## config.mk

```make
export PLATFORM = sky130hd
export DESIGN_NAME = bridge_guard
export DESIGN_NICKNAME = d
export VERILOG_FILES = /design/src/rtl/bridge_guard_pkg.sv /design/src/rtl/trip_blanker.sv /design/src/rtl/fault_keeper.sv /design/src/rtl/hs_phase_gate.sv /design/src/rtl/bridge_guard.sv
export SDC_FILE = /design/constraint.sdc
export NUM_CORES = 1
export LEC_CHECK = 0
export BUFFER_PORTS_ARGS = -buffer_cell sky130_fd_sc_hd__buf_2
export CAP_MARGIN = 20
export CORE_MARGIN = 1
export CORE_UTILIZATION = 45
export CTS_CLUSTER_DIAMETER = 120
export CTS_CLUSTER_SIZE = 8
export DETAILED_ROUTE_END_ITERATION = 10
export GPL_ROUTABILITY_DRIVEN = 0
export GPL_TIMING_DRIVEN = 0
export PLACE_DENSITY = 0.61
export RECOVER_POWER = 25
export SYNTH_ARGS = -nofsm -noshare
export SYNTH_HDL_FRONTEND = slang
export SYNTH_SLANG_ARGS = --single-unit
```

## constraint.sdc

```tcl
create_clock -name clk -period 5.34 [get_ports clk]
set_input_delay 1.602 -clock clk [delete_from_list [all_inputs] [get_ports clk]]
set_output_delay 1.602 -clock clk [all_outputs]
set_load 0.05 [all_outputs]
```

## src/rtl/bridge_guard_pkg.sv

```systemverilog
package bridge_guard_pkg;

    // Per-phase inputs that affect only the high side of that phase
    typedef struct packed {
        logic hin_n;    // active-low high-side command
        logic vbs_uv;   // floating supply below threshold
        logic neg_tr;   // qualified negative offset transient
    } phase_in_t;

    // Sources that pull the fault pin low
    typedef struct packed {
        logic latched;     // qualified over-current, remembered
        logic supply_low;  // logic supply undervoltage, not remembered
    } fault_src_t;

    function automatic logic fault_active(input fault_src_t s);
        return s.latched | s.supply_low;
    endfunction

    // Turn-on edge of an active-low command: previous high, current low
    function automatic logic turn_on_edge(input logic prev_lvl, input logic cur_lvl);
        return prev_lvl & ~cur_lvl;
    endfunction

endpackage

```

## src/rtl/trip_blanker.sv

```systemverilog
module trip_blanker #(
    parameter int BLANK_CYC = 100
) (
    input  logic clk,
    input  logic rst,
    input  logic trip,
    output logic qualified
);
    localparam int CW = $clog2(BLANK_CYC + 1);
    localparam logic [CW-1:0] LAST = CW'(BLANK_CYC - 1);

    logic [CW-1:0] run_q;

    // Count consecutive high samples, saturating at the last step
    always_ff @(posedge clk) begin
        if (rst) begin
            run_q <= '0;
        end else if (!trip) begin
            run_q <= '0;
        end else if (run_q != LAST) begin
            run_q <= run_q + 1'b1;
        end
    end

    // High on the sample that completes the blanking run and beyond
    assign qualified = trip & (run_q == LAST);

endmodule

```

## src/rtl/fault_keeper.sv

```systemverilog
module fault_keeper #(
    parameter int CLEAR_CYC = 2125
) (
    input  logic clk,
    input  logic rst,
    input  logic set_req,
    input  logic trip,
    input  logic low_idle,
    output logic latched
);
    localparam int CW = $clog2(CLEAR_CYC + 1);
    localparam logic [CW-1:0] LAST = CW'(CLEAR_CYC - 1);

    logic [CW-1:0] quiet_q;
    logic          latch_q;
    logic          quiet_ok;

    assign quiet_ok = latch_q & ~trip & low_idle;

    always_ff @(posedge clk) begin
        if (rst) begin
            latch_q <= 1'b0;
            quiet_q <= '0;
        end else if (set_req) begin
            latch_q <= 1'b1;
            quiet_q <= '0;
        end else if (!quiet_ok) begin
            quiet_q <= '0;
        end else if (quiet_q == LAST) begin
            latch_q <= 1'b0;
            quiet_q <= '0;
        end else begin
            quiet_q <= quiet_q + 1'b1;
        end
    end

    assign latched = latch_q;

endmodule

```

## src/rtl/hs_phase_gate.sv

```systemverilog
module hs_phase_gate
    import bridge_guard_pkg::*;
#(
    parameter int HOLD_CYC = 1125
) (
    input  logic      clk,
    input  logic      rst,
    input  phase_in_t pin,
    output logic      permit
);
    localparam int HW = $clog2(HOLD_CYC + 1);
    localparam logic [HW-1:0] HOLD_LOAD = HW'(HOLD_CYC);

    logic          prev_q;
    logic          wait_q;
    logic [HW-1:0] hold_q;
    logic          edge_seen;
    logic          holding;

    assign edge_seen = turn_on_edge(prev_q, pin.hin_n);

    // Command history; reset low so a command already active is not an edge
    always_ff @(posedge clk) begin
        if (rst) prev_q <= 1'b0;
        else     prev_q <= pin.hin_n;
    end

    // Rearm: set by reset or undervoltage, cleared by a fresh turn-on edge
    always_ff @(posedge clk) begin
        if (rst)             wait_q <= 1'b1;
        else if (pin.vbs_uv) wait_q <= 1'b1;
        else if (edge_seen)  wait_q <= 1'b0;
    end

    // Transient hold timer, reloaded while the flag is present
    always_ff @(posedge clk) begin
        if (rst)                 hold_q <= '0;
        else if (pin.neg_tr)     hold_q <= HOLD_LOAD;
        else if (hold_q != '0)   hold_q <= hold_q - 1'b1;
    end

    assign holding = pin.neg_tr | (hold_q != '0);
    assign permit  = ~wait_q & ~pin.vbs_uv & ~holding;

endmodule

```

## src/rtl/bridge_guard.sv

```systemverilog
module bridge_guard
    import bridge_guard_pkg::*;
#(
    parameter int PHASES    = 3,
    parameter int BLANK_CYC = 100,
    parameter int CLEAR_CYC = 2125,
    parameter int HOLD_CYC  = 1125
) (
    input  logic              clk,
    input  logic              rst,
    input  logic [PHASES-1:0] hin_n,
    input  logic [PHASES-1:0] lin_n,
    input  logic              trip,
    input  logic              vcc_uv,
    input  logic [PHASES-1:0] vbs_uv,
    input  logic [PHASES-1:0] neg_tr,
    output logic [PHASES-1:0] hs_en,
    output logic [PHASES-1:0] ls_en,
    output logic              flt_drv,
    output logic              flt_n
);
    logic              trip_ok;
    logic              trip_latched;
    logic              low_idle;
    logic [PHASES-1:0] hs_permit;
    fault_src_t        src;
    logic              bridge_off;

    assign low_idle = &lin_n;

    trip_blanker #(.BLANK_CYC(BLANK_CYC)) u_blank (
        .clk       (clk),
        .rst       (rst),
        .trip      (trip),
        .qualified (trip_ok)
    );

    fault_keeper #(.CLEAR_CYC(CLEAR_CYC)) u_keep (
        .clk      (clk),
        .rst      (rst),
        .set_req  (trip_ok),
        .trip     (trip),
        .low_idle (low_idle),
        .latched  (trip_latched)
    );

    for (genvar p = 0; p < PHASES; p++) begin : g_phase
        phase_in_t pin;
        assign pin.hin_n  = hin_n[p];
        assign pin.vbs_uv = vbs_uv[p];
        assign pin.neg_tr = neg_tr[p];

        hs_phase_gate #(.HOLD_CYC(HOLD_CYC)) u_gate (
            .clk    (clk),
            .rst    (rst),
            .pin    (pin),
            .permit (hs_permit[p])
        );
    end

    assign src.latched    = trip_latched;
    assign src.supply_low = vcc_uv;
    assign bridge_off     = fault_active(src);

    always_comb begin
        if (rst) begin
            hs_en   = '0;
            ls_en   = '0;
            flt_drv = 1'b0;
        end else begin
            ls_en   = bridge_off ? '0 : '1;
            hs_en   = bridge_off ? '0 : hs_permit;
            flt_drv = bridge_off;
        end
    end

    assign flt_n = ~flt_drv;

endmodule

```

-- Word-level counts from Yosys, hierarchy flattened
Cells that the tools add are included.
- eq/ne operators: 3
- reductions and logical operators: 18
- muxes and demuxes: 14
- bitwise gates (word level): 31
- add/sub/neg operators: 5
- operator list (cell ; count):
    two-way mux 11 bit ; 6
    nonzero test 11 bit ; 3
    subtractor 11 x 1 -> 11 bit (second input constant) ; 3
    NOT 1 bit ; 15
    OR reduction 2 bit ; 7
    adder 12 x 1 -> 12 bit (second input constant) ; 1
    bitwise AND 1 bit ; 12
    == test 12 bit (second input constant) ; 1
    two-way mux 3 bit ; 4
    nonzero test 2 bit ; 5
    adder 7 x 1 -> 7 bit (second input constant) ; 1
    == test 7 bit (second input constant) ; 1
    inequality test 7 bit (second input constant) ; 1
    two-way mux 1 bit ; 4
    OR 1 bit ; 4
    OR reduction 4 bit ; 1
    AND reduction 3 bit ; 1
    AND reduction 2 bit ; 1
- input bits: 16
- flip-flop bits (word level): 59
- logic and storage cells: 86

-- Logic depth before layout (Yosys ltp)
Gate-level depths: netlist of the first run.
- word-level depth: 6
- gate-level depth with buffers: 8
- gate-level depth less buffers: 6

-- By module
From an unflattened synthesis of the first run, not the netlist that was laid out.
- cells, all modules: 340
- area, all modules: 3056.7 µm²
- by module, submodules not included (module ; seq. area each (µm²) ; cells an instance ; area an instance (µm²) ; instances):
    hs_phase_gate ; 260.2 ; 77 ; 683.2 ; 3
    fault_keeper ; 260.2 ; 63 ; 600.6 ; 1
    trip_blanker ; 140.1 ; 37 ; 336.6 ; 1
    bridge_guard ; 0.0 ; 9 ; 70.1 ; 1

-- Least setup slack after synthesis of the first run
OpenSTA, ideal clock, no wires.
- path kind: input-to-output
- start: input port rst
- end: output port ls_en[1]
- cell stages on the path: 4
- arrival time: 3552 ps
- path slack: 186 ps
- path through: clkbuf_1 -> clkbuf_1 -> nor3_1 -> buf_4
- longest elaborated chain between the ends: 1
- RTL lines (element ; RTL line ; RTL):
    start, declared ; bridge_guard.sv:10 ; input logic rst,
    two-way mux 3 bit ; bridge_guard.sv:66 ; if (rst) begin
    end, declared ; bridge_guard.sv:18 ; output logic [PHASES-1:0] ls_en,
No other way between the ends.

-- Final worst setup path of the first run
- start: input port rst
- end: output port ls_en[2]
Same word-level chain as after synthesis.

==> out/qor.tcl, run 1 <==
set qor(finish.cell_count_without_fillers) 431
set qor(hold_start) {g_phase[1].u_gate.wait_q}
set qor(leakage_nw) 1.17
set qor(cts_htree_levels) 3
set qor(globalRouteOverflowTotal) 0
set qor(drive_gt1_share_pct) 14.6
set qor(timing.final.hold_violations) 0
set qor(required_ns) 3.74
set qor(detail-route-antenna-nets) 0
set qor(slew_at_the_pin_with_the_worst_max_slew_slack_ns) 0.820
set qor(status) {completed}
set qor(clock_tree_from_tritoncts) {yes}
set qor(die_height_um) 80.2
set qor(grt_start_max_net_pins) 11
set qor(normalized_max_slew_margin_pct) 44.8
set qor(timing.reg2reg.worst_path_depth) 7
set qor(synth.most_common_cell) {sky130_fd_sc_hd__dfxtp_1}
set qor(detailedRoute.firstPassIterationCount) 5
set qor(critical_path.startpoint) {rst}
set qor(worst_skew_pair_later_pin_latency_ns) 0.32
set qor(fin_nets) 374
set qor(grt_use_met2_pct) 30.3
set qor(worstHoldEndpoint) {g_phase[1].u_gate.wait_q}
set qor(synthDominantAreaCellType) {sky130_fd_sc_hd__dfxtp_1}
set qor(cts.root.buffer_cell) {sky130_fd_sc_hd__clkbuf_8}
set qor(num_io_pins) 24
set qor(rr_endpoint) {g_phase[2].u_gate.hold_q[6]}
set qor(holdCritPathClass) {reg2reg}
set qor(achievable-frequency_ghz) 0.212
set qor(top_usage_layer) {met2}
set qor(fin_worst_skew_ns) 0.00455
set qor(vias_per_cell) 5.18
set qor(placement_rows) 28
set qor(rsz_0062_raised_after_global_routing) {no}
set qor(ys_top_cells_by_count) {sky130_fd_sc_hd__dfxtp_1 (59), sky130_fd_sc_hd__nor2_1 (38), sky130_fd_sc_hd__a21oi_1 (23)}
set qor(drcViolationCount) 0
set qor(drt_first_iter_violations) 106
set qor(synth-edff-count) 0
set qor(grt_pass1_vias) 2063
set qor(n_antenna_cell) 0
set qor(synth.yosys.seq_area_share_pct) 42.9
set qor(ys_seq_elements) 59
set qor(yosysWarnings) 0
set qor(finalSetupTns_ns) 0
set qor(min_period_ns) 4.71
set qor(setup_violation_total_in_the_final_timing_report) 0
set qor(buffer_ports.inserted) 23
set qor(timing.setup.critical_path_class) {in2out}
set qor(synth_ff_type) {sky130_fd_sc_hd__dfxtp_1}
set qor(post_cts_resized) 0
set qor(place_inst) 416
set qor(detailedPlacementHpwl_um) 3910
set qor(cts-buffers-inserted) 9
set qor(clockBufferDepth) 2
set qor(dieArea_um2) 6440
set qor(synth_top_cells_by_area) {sky130_fd_sc_hd__dfxtp_1 (43%), sky130_fd_sc_hd__nor2_1 (5.2%), sky130_fd_sc_hd__xnor2_1 (4.8%)}
set qor(async_sr_flop_fraction_pct) 0
set qor(start_util_pct) 46.5
set qor(post_cts_buffers) 0
set qor(worst_ir_drop_vdd_v) 0.000141
set qor(clkSinkCount) 59
set qor(startpoint_type) {primary input}
set qor(syn-mean-instance-area_um2) 8.66
set qor(holdWs_ns) 0.467
set qor(grtUsageMet1_pct) 24.0
set qor(syn_to_final_growth_pct) 14.0
set qor(finish.utilization_pct) 53.0
set qor(post_synth_num_cell_types) 48
set qor(filler_cell_count) 560
set qor(routed_wirelength_um) 5410
set qor(die_width_um) 80.2
set qor(detail_route.wl_per_cell_um) 12.6
set qor(vias) 2233
set qor(grt_antenna_before_repair) 0
set qor(synth.net_count) 340
set qor(track_usage_pct) 18.9
set qor(grt_first_pass_wirelength_um) 9270
set qor(path_clk_slew_ns) 0.06
set qor(setup.reg_to_reg.worst_slack_ns) 2.98
set qor(core_region_area_um2) 5920
set qor(cts_hold_repair.buffers) 0
set qor(critPathCaptureType) {output pin}
set qor(worstPathArrival_ns) 3.11
set qor(post_synth_design_cell_area_um2) 2760
set qor(worst-path-max-fanout) 10
set qor(grtUsageMet3_pct) 5.45
set qor(cap_viol_max_count) 0
set qor(worstHoldPathCells) 1
set qor(power.density_cell_area_nw_per_um2) 315
set qor(regToRegStartpoint) {g_phase[2].u_gate.hold_q[0]}
set qor(drv_slew) 0
set qor(yosysTopAreaCellShare_pct) 42.9
set qor(period_share_pct) 88.3
set qor(postSynthCellCount) 318
set qor(post-layout-total-power_uw) 991
cells in the final DEF, fill, tap and decap left out, types with 5 or more instances in the layout:
master	count
sky130_fd_sc_hd__nand2_1	21
sky130_fd_sc_hd__o21ai_0	6
sky130_fd_sc_hd__nor2b_1	7
sky130_fd_sc_hd__nand3_1	12
sky130_fd_sc_hd__nand2b_1	5
sky130_fd_sc_hd__nor2_1	38
sky130_fd_sc_hd__inv_1	18
sky130_fd_sc_hd__ha_1	6
sky130_fd_sc_hd__clkbuf_1	9
sky130_fd_sc_hd__nor3_1	16
sky130_fd_sc_hd__buf_2	22
sky130_fd_sc_hd__a21oi_1	23
sky130_fd_sc_hd__clkbuf_8	12
sky130_fd_sc_hd__nand3b_1	5
sky130_fd_sc_hd__xnor2_1	15
sky130_fd_sc_hd__or3_1	7
sky130_fd_sc_hd__dfxtp_1	59
sky130_fd_sc_hd__xor2_1	8
cell type report:
| cell class | count | area, µm² | area share [%] |
|---|---|---|---|
| buffer | 10 | 52.6 | 1.67 |
| sequential | 59 | 1180 | 37.6 |
| clock inverter | 2 | 10.0 | 0.319 |
| multi-input combinational | 231 | 1450 | 46.3 |
| timing repair buffer | 23 | 114 | 3.63 |
| tap | 75 | 93.8 | 2.99 |
| clock buffer | 13 | 169 | 5.38 |
| inverter | 18 | 67.6 | 2.15 |
critical path: stages:
cell,delay [ns]
sky130_fd_sc_hd__clkbuf_1,0.22
sky130_fd_sc_hd__clkbuf_1,0.34
sky130_fd_sc_hd__clkbuf_1,0.44
sky130_fd_sc_hd__nor3_1,0.15
sky130_fd_sc_hd__buf_4,0.16
sky130_fd_sc_hd__buf_2,0.20
through the flow:
step                worst slack, ns  area (µm²)
floorplan                     0.186        2760
global placement              0.684        2960
detailed placement            0.690        2960
CTS                           0.678        3140
global route                  0.450        3140
finish                        0.626        3140
state kept, by name, summed over array words and instances (netlist names):
| signal | cells |
|---|---|
| u_blank.run_q | 7 |
| g_phase.u_gate.prev_q | 3 |
| g_phase.u_gate.hold_q | 33 |
| g_phase.u_gate.wait_q | 3 |
| u_keep.latched | 1 |
| u_keep.quiet_q | 12 |
how the worst max path moves through the flow:
stage	end	slack, ns	cells after the start
floorplan	ls_en[1]	0.19	4
global placement	ls_en[1]	0.68	6
global route	ls_en[2]	0.45	6
CTS	ls_en[2]	0.68	6
finish	ls_en[2]	0.63	6
detailed placement	ls_en[2]	0.69	6
cells by family (layout without fill, tap and decap cells):
kind of cell / count (synthesis) / after routing / synth area share [%]
XOR/XNOR: 23 / 23 / 7.31
multiplexers: 2 / 2 / 0.727
AO/OA/AOI/OAI: 53 / 53 / 13.0
AND/OR/NAND/NOR: 147 / 147 / 29.0
buffers and inverters: 28 / 66 / 4.40
adder cells (fa/ha/maj): 6 / 6 / 2.72
flip-flops: 59 / 59 / 42.9
power breakdown:
part	switching [mW]	leakage, nW	internal, mW
sequential	0.0207	0.483	0.463
clock	0.160	0.0953	0.202
combinational	0.0826	0.593	0.0620
total	0.263	1.17	0.727
metal layers:
layer	share of wire (%)	vias up
met5	0	-
met4	1.0	0
met3	2.7	4
met2	45	26
met1	51	1014
li1	-	1189
(Power assumes the default switching activity.)
==> run 2: changes to the inputs <==
==> constraint.sdc (replaced) <==
create_clock -name clk -period 5.34 [get_ports clk]
set_input_delay 1.068 -clock clk [delete_from_list [all_inputs] [get_ports clk]]
set_output_delay 1.068 -clock clk [all_outputs]
set_load 0.05 [all_outputs]
==> run 2 against run 1 <==
Power about the same. Count of clock-buffer cells in the layout unchanged. Cell area about the same. Critical path depth unchanged. Utilization about the same. Fmax increased by 22%. Worst setup slack improved by 0.85 ns. Die area unchanged. Global-route usage unchanged. Clock power about the same. Largest power group unchanged. Highest routed layer unchanged.
==> out/qor.tcl, run 2 (synthesis results as in run 1) <==
set qor(num_io_pins) 24
set qor(critical_path.startpoint) {g_phase[0].u_gate.hold_q[0]}
set qor(min_period_ns) 3.87
set qor(worst-path-max-fanout) 8
set qor(status) {completed}
set qor(worstPathArrival_ns) 2.80
set qor(dieArea_um2) 6440
set qor(detailedPlacementHpwl_um) 3910
set qor(achievable-frequency_ghz) 0.259
set qor(detailedRoute.firstPassIterationCount) 4
set qor(dpl-instance-area_um2) 2960
set qor(rr_endpoint) {g_phase[2].u_gate.hold_q[6]}
set qor(critPathCaptureType) {output pin}
set qor(grt_start_max_net_pins) 11
set qor(globalRouteOverflowTotal) 0
set qor(holdCritPathClass) {reg2reg}
set qor(cap_viol_max_count) 0
set qor(drt_first_iter_violations) 106
set qor(cts-buffers-inserted) 9
set qor(startpoint_type) {register}
set qor(worst_ir_drop_vdd_v) 0.000141
set qor(clock_tree_from_tritoncts) {yes}
set qor(mostFrequentLayoutCell) {sky130_fd_sc_hd__dfxtp_1}
set qor(start_util_pct) 46.5
set qor(holdWs_ns) 0.468
set qor(cts_htree_levels) 3
set qor(highest_count_cells_in_the_layout_ignoring_fill_and_taps) {sky130_fd_sc_hd__dfxtp_1 (59), sky130_fd_sc_hd__nor2_1 (38), sky130_fd_sc_hd__buf_2 (23), sky130_fd_sc_hd__a21oi_1 (23), sky130_fd_sc_hd__nand2_1 (21)}
set qor(n_antenna_cell) 0
set qor(slew_at_the_pin_with_the_worst_max_slew_slack_ns) 0.816
set qor(cts_hold_repair.buffers) 0
set qor(buffer_ports.inserted) 23
set qor(register_name_with_the_most_flops) {g_phase.u_gate.hold_q}
set qor(timing.final.hold_violations) 0
set qor(timing.setup.critical_path_class) {reg2out}
set qor(clkSinkCount) 59
set qor(worst_skew_pair_later_pin_latency_ns) 0.32
set qor(drcViolationCount) 0
set qor(timing.reg2reg.worst_path_depth) 7
set qor(die_width_um) 80.2
set qor(largest_register_ffs) 33
set qor(required_ns) 4.27
set qor(post-layout-total-power_uw) 991
set qor(post_cts_buffers) 0
set qor(finalSetupTns_ns) 0
set qor(fin_worst_skew_ns) 0.00458
set qor(registers_with_the_highest_flip_flop_counts) {g_phase.u_gate.hold_q: 33 flops, u_keep.quiet_q: 12 flops, u_blank.run_q: 7 flops}
set qor(core_region_area_um2) 5920
set qor(regToRegStartpoint) {g_phase[2].u_gate.hold_q[0]}
set qor(grt_pass1_vias) 2063
set qor(placement_rows) 28
set qor(power.density_cell_area_nw_per_um2) 315
set qor(cts.root.buffer_cell) {sky130_fd_sc_hd__clkbuf_8}
set qor(detail-route-antenna-nets) 0
set qor(drive_gt1_share_pct) 14.9
set qor(syn_to_final_growth_pct) 14.0
set qor(detail_route.wl_per_cell_um) 12.5
set qor(finish.instance_area_um2) 3140
set qor(track_usage_pct) 18.9
set qor(finish.cell_count_without_fillers) 431
set qor(place_inst) 416
set qor(leakage_nw) 1.17
set qor(path_clk_slew_ns) 0.06
set qor(grt_first_pass_wirelength_um) 9270
set qor(drv_slew) 0
set qor(fin_nets) 374
set qor(post_cts_resized) 0
set qor(setup.reg_to_reg.worst_slack_ns) 3.03
set qor(routed_wirelength_um) 5410
set qor(vias_per_cell) 5.18
set qor(rsz_0062_raised_after_global_routing) {no}
set qor(vias) 2232
set qor(setup_violation_total_in_the_final_timing_report) 0
set qor(die_height_um) 80.2
set qor(grt_antenna_before_repair) 0
set qor(normalized_max_slew_margin_pct) 45.1
set qor(clockBufferDepth) 2
set qor(period_share_pct) 72.4
set qor(filler_cell_count) 559
set qor(crit_end) {hs_en[0]}
## run 2: worst max-delay path: stages, from the launching register on
cell and delay (ns):
sky130_fd_sc_hd__dfxtp_1 0.33, sky130_fd_sc_hd__inv_1 0.06, sky130_fd_sc_hd__ha_1 0.20, sky130_fd_sc_hd__nor4b_1 0.60
sky130_fd_sc_hd__nand3_1 0.47, sky130_fd_sc_hd__nor4_1 0.47, sky130_fd_sc_hd__buf_2 0.34
## run 2: worst min-delay path by stage
stage                                         from                  endpoint  slack, ns  depth (start not counted)
after floorplan           g_phase[0].u_gate.wait_q  g_phase[0].u_gate.wait_q       0.44                          1
after global placement    g_phase[1].u_gate.wait_q  g_phase[1].u_gate.wait_q       0.44                          1
after detailed placement  g_phase[1].u_gate.wait_q  g_phase[1].u_gate.wait_q       0.45                          1
after CTS                 g_phase[1].u_gate.wait_q  g_phase[1].u_gate.wait_q       0.47                          1
after global routing      g_phase[1].u_gate.wait_q  g_phase[1].u_gate.wait_q       0.49                          1
final                     g_phase[0].u_gate.wait_q  g_phase[0].u_gate.wait_q       0.47                          1
## run 2: per-layer routing
metal / vias to the layer above / GRT usage, % / share of wire [%]
met4: 0 / 6.96 / 1.0
met3: 4 / 5.45 / 2.7
met1: 1012 / 24.0 / 51
met5: - / 0 / 0
li1: 1190 / - / -
met2: 26 / 30.3 / 45
## run 2: area by class of cell
class | count | area, µm² | share of cell area (%)
timing repair buffer | 23 | 114 | 3.62
clock buffer | 13 | 169 | 5.38
clock inverter | 2 | 10.0 | 0.319
buffer | 10 | 53.8 | 1.71
multi-input combinational | 231 | 1450 | 46.2
inverter | 18 | 67.6 | 2.15
sequential | 59 | 1180 | 37.6
tap | 75 | 93.8 | 2.99
## run 2: metrics by stage
step	setup WS (ns)	util (%)
after floorplan	1.25	-
after global placement	1.75	50.1
after detailed placement	1.76	50.1
after CTS	1.47	53.1
after global routing	1.24	53.1
final	1.47	53.1
## run 2: report_power, final
group	total [mW]	switching [mW]	internal, mW
Combinational	0.145	0.0825	0.0624
Clock	0.362	0.160	0.202
Sequential	0.484	0.0206	0.463
